--- config.mk ---
export PLATFORM = sky130hd
export DESIGN_NAME = sdram_front
export DESIGN_NICKNAME = d
export VERILOG_FILES = /design/src/rtl/sdf_pkg.sv /design/src/rtl/sdf_bank_ctl.sv /design/src/rtl/sdf_array.sv /design/src/rtl/sdf_rd_pipe.sv /design/src/rtl/sdram_front.sv
export SDC_FILE = /design/constraint.sdc
export NUM_CORES = 2
export LEC_CHECK = 0
export ABC_AREA = 1
export BUFFER_PORTS_ARGS = -buffer_cell sky130_fd_sc_hd__clkbuf_2
export CAP_MARGIN = 20
export CORE_UTILIZATION = 35
export CTS_BUF_LIST = sky130_fd_sc_hd__clkbuf_8
export CTS_CLUSTER_SIZE = 20
export DETAILED_ROUTE_END_ITERATION = 10
export MAX_ROUTING_LAYER = met4
export PLACE_DENSITY = 0.59
export RECOVER_POWER = 100
export SETUP_SLACK_MARGIN = 0.05
export SLEW_MARGIN = 15
export SYNTH_ARGS = -nofsm -noshare
export SYNTH_HDL_FRONTEND = slang
export SYNTH_HIERARCHICAL = 1
export SYNTH_SLANG_ARGS = --single-unit
--- constraint.sdc ---
create_clock -name clk -period 4.29 [get_ports clk]
set_input_delay 0.2145 -clock clk [delete_from_list [all_inputs] [get_ports clk]]
set_output_delay 0.2145 -clock clk [all_outputs]
set_load 0.02 [all_outputs]
--- src/rtl/sdf_pkg.sv ---
package sdf_pkg;
  typedef enum logic [2:0] {
    CMD_NOP = 3'd0,
    CMD_ACT = 3'd1,
    CMD_RD  = 3'd2,
    CMD_WR  = 3'd3,
    CMD_PRE = 3'd4,
    CMD_CFG = 3'd5
  } cmd_e;

  localparam int LAT_RESET = 3;
  localparam int LAT_MIN   = 2;
endpackage

--- src/rtl/sdf_bank_ctl.sv ---
module sdf_bank_ctl #(
  parameter int ROW_W = 3,
  parameter int RCD   = 3
) (
  input  logic             clk,
  input  logic             rst,
  input  logic             cke,
  input  logic             act_i,
  input  logic             pre_i,
  input  logic [ROW_W-1:0] row_i,
  output logic             open_o,
  output logic [ROW_W-1:0] row_o,
  output logic             rdy_o
);
  localparam int CW = $clog2(RCD);

  logic [CW-1:0] wait_q;

  always_ff @(posedge clk) begin
    if (rst) begin
      open_o <= 1'b0;
      row_o  <= '0;
      wait_q <= '0;
    end else if (cke) begin
      if (act_i) begin
        open_o <= 1'b1;
        row_o  <= row_i;
        wait_q <= CW'(RCD - 1);
      end else begin
        if (pre_i) open_o <= 1'b0;
        if (wait_q != '0) wait_q <= wait_q - 1'b1;
      end
    end
  end

  assign rdy_o = open_o && (wait_q == '0);

  // a freshly activated row is open but not yet usable
  p_act_blocks_col_r4: assert property (@(posedge clk) disable iff (rst)
    (cke && act_i) |=> (open_o && !rdy_o));

  // precharge closes the bank
  p_pre_closes_r10: assert property (@(posedge clk) disable iff (rst)
    (cke && pre_i && !act_i) |=> !open_o);

  // frozen while clock enable is low
  p_bank_hold_r9: assert property (@(posedge clk) disable iff (rst)
    !cke |=> ($stable(open_o) && $stable(rdy_o) && $stable(row_o)));
endmodule

--- src/rtl/sdf_array.sv ---
module sdf_array #(
  parameter int AW = 8,
  parameter int DW = 8
) (
  input  logic          clk,
  input  logic          cke,
  input  logic          we,
  input  logic [AW-1:0] addr,
  input  logic [DW-1:0] wd,
  output logic [DW-1:0] rq
);
  localparam int DEPTH = 1 << AW;

  logic [DW-1:0] mem [DEPTH];

  always_ff @(posedge clk) begin
    if (cke) begin
      if (we) mem[addr] <= wd;
      rq <= mem[addr];
    end
  end
endmodule

--- src/rtl/sdf_rd_pipe.sv ---
module sdf_rd_pipe #(
  parameter int DW      = 8,
  parameter int MAX_LAT = 6,
  parameter int LAT_W   = 3
) (
  input  logic             clk,
  input  logic             rst,
  input  logic             cke,
  input  logic [LAT_W-1:0] lat,
  input  logic             v_in,
  input  logic [DW-1:0]    d0_in,
  input  logic             dm,
  output logic             rvalid,
  output logic [DW-1:0]    rdata
);
  localparam int NST = MAX_LAT - 2;

  logic          v0_q;
  logic          sh_v [1:NST];
  logic [DW-1:0] sh_d [1:NST];
  logic          sel_v;
  logic [DW-1:0] sel_d;

  always_ff @(posedge clk) begin
    if (rst) begin
      v0_q <= 1'b0;
      for (int i = 1; i <= NST; i++) sh_v[i] <= 1'b0;
    end else if (cke) begin
      v0_q    <= v_in;
      sh_v[1] <= v0_q;
      for (int i = 2; i <= NST; i++) sh_v[i] <= sh_v[i-1];
    end
  end

  always_ff @(posedge clk) begin
    if (cke) begin
      sh_d[1] <= d0_in;
      for (int i = 2; i <= NST; i++) sh_d[i] <= sh_d[i-1];
    end
  end

  always_comb begin
    sel_v = v0_q;
    sel_d = d0_in;
    for (int i = 1; i <= NST; i++) begin
      if (lat == LAT_W'(i + 2)) begin
        sel_v = sh_v[i];
        sel_d = sh_d[i];
      end
    end
  end

  always_ff @(posedge clk) begin
    if (rst) begin
      rvalid <= 1'b0;
      rdata  <= '0;
    end else if (cke) begin
      rvalid <= sel_v && !dm;
      rdata  <= (sel_v && !dm) ? sel_d : '0;
    end
  end

  // a masked beat is blank
  p_mask_blank_r8: assert property (@(posedge clk) disable iff (rst)
    (cke && dm) |=> (!rvalid && rdata == '0));

  // outputs hold while clock enable is low
  p_out_hold_r9: assert property (@(posedge clk) disable iff (rst)
    !cke |=> ($stable(rvalid) && $stable(rdata)));
endmodule

--- src/rtl/sdram_front.sv ---
module sdram_front
  import sdf_pkg::*;
#(
  parameter int NB      = 2,
  parameter int ROW_W   = 3,
  parameter int COL_W   = 4,
  parameter int ADDR_W  = 4,
  parameter int DW      = 8,
  parameter int MAX_LAT = 6,
  parameter int RCD     = 3
) (
  input  logic                  clk,
  input  logic                  rst,
  input  logic                  cke,
  input  logic [2:0]            cmd,
  input  logic [$clog2(NB)-1:0] bank,
  input  logic [ADDR_W-1:0]     addr,
  input  logic [DW-1:0]         wdata,
  input  logic                  dm,
  output logic [DW-1:0]         rdata,
  output logic                  rvalid,
  output logic                  cmd_err
);
  localparam int BANK_W = $clog2(NB);
  localparam int LAT_W  = $clog2(MAX_LAT + 1);
  localparam int MEM_AW = BANK_W + ROW_W + COL_W;

  // input register: holds the newest request while older reads drain
  logic [2:0]        lat_cmd;
  logic [BANK_W-1:0] lat_bank;
  logic [ADDR_W-1:0] lat_addr;
  logic [DW-1:0]     lat_wd;
  logic              lat_dm;

  always_ff @(posedge clk) begin
    if (rst) begin
      lat_cmd  <= CMD_NOP;
      lat_bank <= '0;
      lat_addr <= '0;
      lat_wd   <= '0;
      lat_dm   <= 1'b0;
    end else if (cke) begin
      lat_cmd  <= cmd;
      lat_bank <= bank;
      lat_addr <= addr;
      lat_wd   <= wdata;
      lat_dm   <= dm;
    end
  end

  logic is_act, is_pre, is_rd, is_wr, is_cfg, is_col;
  assign is_act = (lat_cmd == CMD_ACT);
  assign is_pre = (lat_cmd == CMD_PRE);
  assign is_rd  = (lat_cmd == CMD_RD);
  assign is_wr  = (lat_cmd == CMD_WR);
  assign is_cfg = (lat_cmd == CMD_CFG);
  assign is_col = is_rd || is_wr;

  logic             bank_open [NB];
  logic             bank_rdy  [NB];
  logic [ROW_W-1:0] bank_row  [NB];

  for (genvar g = 0; g < NB; g++) begin : g_bank
    sdf_bank_ctl #(.ROW_W(ROW_W), .RCD(RCD)) u_bank (
      .clk    (clk),
      .rst    (rst),
      .cke    (cke),
      .act_i  (is_act && lat_bank == BANK_W'(g)),
      .pre_i  (is_pre && lat_bank == BANK_W'(g)),
      .row_i  (lat_addr[ROW_W-1:0]),
      .open_o (bank_open[g]),
      .row_o  (bank_row[g]),
      .rdy_o  (bank_rdy[g])
    );
  end

  logic col_ok, do_rd, do_wr;
  assign col_ok = bank_rdy[lat_bank];
  assign do_rd  = is_rd && col_ok;
  assign do_wr  = is_wr && col_ok && !lat_dm;

  // mode register
  logic [LAT_W-1:0] lat_q;
  logic             cfg_legal;
  assign cfg_legal = (lat_addr[3:0] >= 4'(LAT_MIN)) && (lat_addr[3:0] <= 4'(MAX_LAT));

  always_ff @(posedge clk) begin
    if (rst) begin
      lat_q   <= LAT_W'(LAT_RESET);
      cmd_err <= 1'b0;
    end else if (cke) begin
      if (is_cfg && cfg_legal) lat_q <= LAT_W'(lat_addr[3:0]);
      cmd_err <= is_col && !col_ok;
    end
  end

  logic [MEM_AW-1:0] mem_addr;
  logic [DW-1:0]     mem_q;
  assign mem_addr = {lat_bank, bank_row[lat_bank], lat_addr[COL_W-1:0]};

  sdf_array #(.AW(MEM_AW), .DW(DW)) u_array (
    .clk  (clk),
    .cke  (cke),
    .we   (do_wr),
    .addr (mem_addr),
    .wd   (lat_wd),
    .rq   (mem_q)
  );

  sdf_rd_pipe #(.DW(DW), .MAX_LAT(MAX_LAT), .LAT_W(LAT_W)) u_pipe (
    .clk    (clk),
    .rst    (rst),
    .cke    (cke),
    .lat    (lat_q),
    .v_in   (do_rd),
    .d0_in  (mem_q),
    .dm     (dm),
    .rvalid (rvalid),
    .rdata  (rdata)
  );

  // latency always within the supported range
  p_lat_legal_r2: assert property (@(posedge clk) disable iff (rst)
    (lat_q >= LAT_W'(LAT_MIN)) && (lat_q <= LAT_W'(MAX_LAT)));

  // column command to a closed bank is refused
  p_closed_err_r5: assert property (@(posedge clk) disable iff (rst)
    (cke && is_col && !bank_open[lat_bank]) |=> cmd_err);

  // error flag holds while frozen
  p_err_hold_r9: assert property (@(posedge clk) disable iff (rst)
    !cke |=> $stable(cmd_err));
endmodule

==> run summary <==
Outcome = finished with violations
Failing checks = max-capacitance violations, max-slew violations
Reg-to-Reg End = u_array/mem[250][1]
Initial antenna violation count = 3
Via density = 5.036
Syn_area_per_cell = 10.76 sq um
Reg2reg setup slack = 0.44 ns
R2R depth = 10
NumNets Final = 8,369
Setup CP Type = reg -> reg
ANT nets after route = 0
Post-synth cell types = 33
IO Pins = 30
Yosys warns = 6
Fin. Hold Viols = 0
CP arrival = 4.47 ns
Final Critical Period = 3.849 ns
Worst skew pair latency = 1.06 ns
Gpl congestion = 0.8905
Max-slew violations = 1,071
Routed wire length = 244.0 mm
Num CTS Buffers = 346
Die area = 0.2544 sq mm
TNS Setup = 0 ns
Fill cells = 24,320
Psw = 10.25 mW
Largest net degree at the start of global routing = 211
Root buffer cell = clkbuf_8
Tcrit/Tclk final = 89.71%
Power per cell area = 425.6 mW/mm^2
Internal power = 31.70 mW
Final HPWL DP = 135.4 mm
Die Ht = 504.3 um
Gr ovfl total = 0
CTS resizes = 0
Switching share of power = 24.44%
Power, Total = 41.95 mW
Core Box Area = 0.2512 sq mm
All-Layer GR Usage = 19.43%
Via count = 60,140
Die Width = 504.3 um
Unrepaired setup endpoints after global routing = no
Cell Rows = 184
Synth Register Bits = 2,135
CP Launch Type = flip-flop
Routed wire per std cell = 20.43 um
Critical Path Sink Type = flip-flop
Hold path start = cmd[0]
Syn Nets = 8,232
DR pass1 iterations = 6
Sequential fraction of the synthesis area = 72.10%
Reg clk slew, reported paths = 0.07 ns
Fraction of layout cells with a size suffix above 1 = 6.844%
WP data required = 4.91 ns
H-tree depth = 5
Fmax = 0.2598 GHz
Setup-failing EPs final = 0
Synthesized cell area = 0.08832 sq mm
Vias in the first global route = 58,600
Initial Util = 35.16%
Maximum root-to-sink buffer count = 4
Clock Power Share = 37.6%
Port buffer count = 29
Area growth syn-to-layout = 11.59%
Count of maximum capacitance violations = 14
Reg-to-Reg Start = lat_bank
Slew Limit Headroom = -120.6%
First-pass GRT wire length = 367.7 mm
CTS tree = yes
Seq pwr share = 55.3%
Worst Max-Slew Pin Slew = 3.309 ns
Initial drt markers = 6,677
Leakage power = 38.03 nW
Drt drc = 0
CP max FO = 11
Syn Inst Count = 8,210
Skew final = 0.09114 ns
Worst vdd ir = 0.2567 mV
Postcts setup bufs = 0
WHS Path Cells = 4
Worst min path class = in -> reg
Gate power share = 7.0%
End of the worst hold path = lat_cmd[0]
Number of hold buffers added after cts = 42
Clock Sinks = 2,135
[worst max-delay path: stages (launching register included)]
cell and delay [ns]:
dfxtp_1 0.53, inv_1 0.22, nand2_1 0.13, nand2_1 0.06, nand3_1 0.08, nor3_1 0.05, nand2_1 0.31, inv_1 0.25
nand3_1 0.16, clkbuf_1 1.12, nor2_1 0.53
[cell usage after synthesis]
| cell | n | area (sq um) |
|---|---|---|
| nand2_1 | 4180 | 15690 |
| edfxtp_1 | 2092 | 62820 |
| nand3_1 | 607 | 3038 |
| nor2_1 | 387 | 1453 |
| clkbuf_1 | 252 | 945.9 |
| buf_2 | 168 | 840.8 |
| nand4_1 | 141 | 882.1 |
| o21ai_1 | 129 | 645.6 |
| inv_1 | 64 | 240.2 |
| dfxtp_1 | 43 | 860.8 |
| buf_1 | 39 | 146.4 |
| o21ai_0 | 24 | 120.1 |
| a21oi_1 | 20 | 100.1 |
| inv_2 | 9 | 33.78 |
| o21bai_2 | 8 | 90.09 |
| nand2_2 | 7 | 43.79 |
| or2_2 | 7 | 43.79 |
| buf_6 | 6 | 67.56 |
| clkinv_1 | 4 | 15.01 |
| nor3_1 | 3 | 15.01 |
| buf_4 | 2 | 15.01 |
| ha_1 | 2 | 25.02 |
| nand2_4 | 2 | 22.52 |
| nand3_2 | 2 | 20.02 |
| nor2_4 | 2 | 22.52 |
| nor3_2 | 2 | 20.02 |
| or2_1 | 2 | 12.51 |
| nand3_4 | 1 | 17.52 |
| nand3b_4 | 1 | 20.02 |
| nand4_2 | 1 | 12.51 |
| nor2_2 | 1 | 6.260 |
| nor2_8 | 1 | 20.02 |
| nor3_4 | 1 | 16.27 |
[worst max path at each step]
stage / end / cells past startpoint / startpoint
floorplan: u_array/mem[0][5] / 0 / lat_wd[5]
global placement: u_array/mem[152][4] / 13 / g_bank[1].u_bank/wait_q[0]
detailed placement: u_array/mem[209][5] / 7 / lat_bank
CTS: u_array/mem[176][7] / 13 / g_bank[1].u_bank/wait_q[0]
global route: u_array/mem[99][6] / 13 / g_bank[1].u_bank/wait_q[0]
finish: u_array/mem[250][1] / 10 / lat_bank
[power groups by stage]
stage	sequential (mW)	clock, mW	combinational, mW
2_1_floorplan	23.7	0	1.66
3_3_place_gp	23.6	0	2.90
3_5_place_dp	23.6	0	2.90
4_1_cts	23.2	16.2	2.95
5_1_grt	23.2	17.0	3.23
6_report	23.2	15.8	2.95
[per-layer routing]
layer  share of wire [%]  up-vias  global-route usage [%]
li1                    -    27890                       -
met1                  42    29360                   25.69
met2                  47     2454                   30.25
met3                 7.6      446                   3.147
met4                 3.3        0                   6.919
met5                   0        -                       -
[cell type report]
cell class	instances	area (sq um)	share of cell area, %
diodes	3	7.507	0.007617
clock buffers	355	4886	4.957
clock inverters	237	1102	1.118
inverters	77	309.0	0.3136
multi-input cells	5531	22360	22.69
flip-flops and latches	2135	63690	64.62
well taps	3348	4189	4.250
repair buffers	256	2013	2.043
[stage by stage]
stage	worst slack, ns	util (%)	hold slack [ns]	cell area (sq um)	instances
after floorplan	1.801	-	0.2836	88330	8210
after global placement	0.8821	36.88	0.4270	92640	11300
after detailed placement	0.8899	36.89	0.4352	92650	11310
after CTS	0.8375	39.44	0.01123	99060	11940
after global routing	0.3201	39.24	0.08653	98550	11940
final	0.4414	39.24	0.1457	98560	11940
[registers in the layout (all words and copies together) (netlist names)]
register and cells:
u_pipe/rvalid 1, u_array/mem 2048, g_bank.u_bank/wait_q 4, u_pipe/sh_v 4, lat_cmd 3, lat_dm 1
lat_wd 8, u_pipe/sh_d 32, u_pipe/v0_q 1, u_pipe/rdata 8, g_bank.u_bank/row_o 6, lat_q 3
g_bank.u_bank/open_o 2, cmd_err 1, lat_bank 1, u_array/rq 8, lat_addr 4
[cells in the final DEF, fill, tap and decap left out, drive strengths merged, types with 20 or more instances in the layout]
master,instances
nand2,4189
edfxtp,2092
nand3,610
clkbuf,471
nor2,391
inv,187
o21ai,153
nand4,142
clkinv,115
buf,98
dfxtp,43
dlygate4sd3,42
a21oi,20
[cell families after synthesis]
kind of cell	Yosys count	synth area share (%)
and+or+nand+nor	5348	24.18
DFF	2135	72.10
buffers and inverters	544	2.609
AOI/OAI and AO/OA	181	1.082
adders and majority gates	2	0.02833
(Power assumes the default switching activity.)
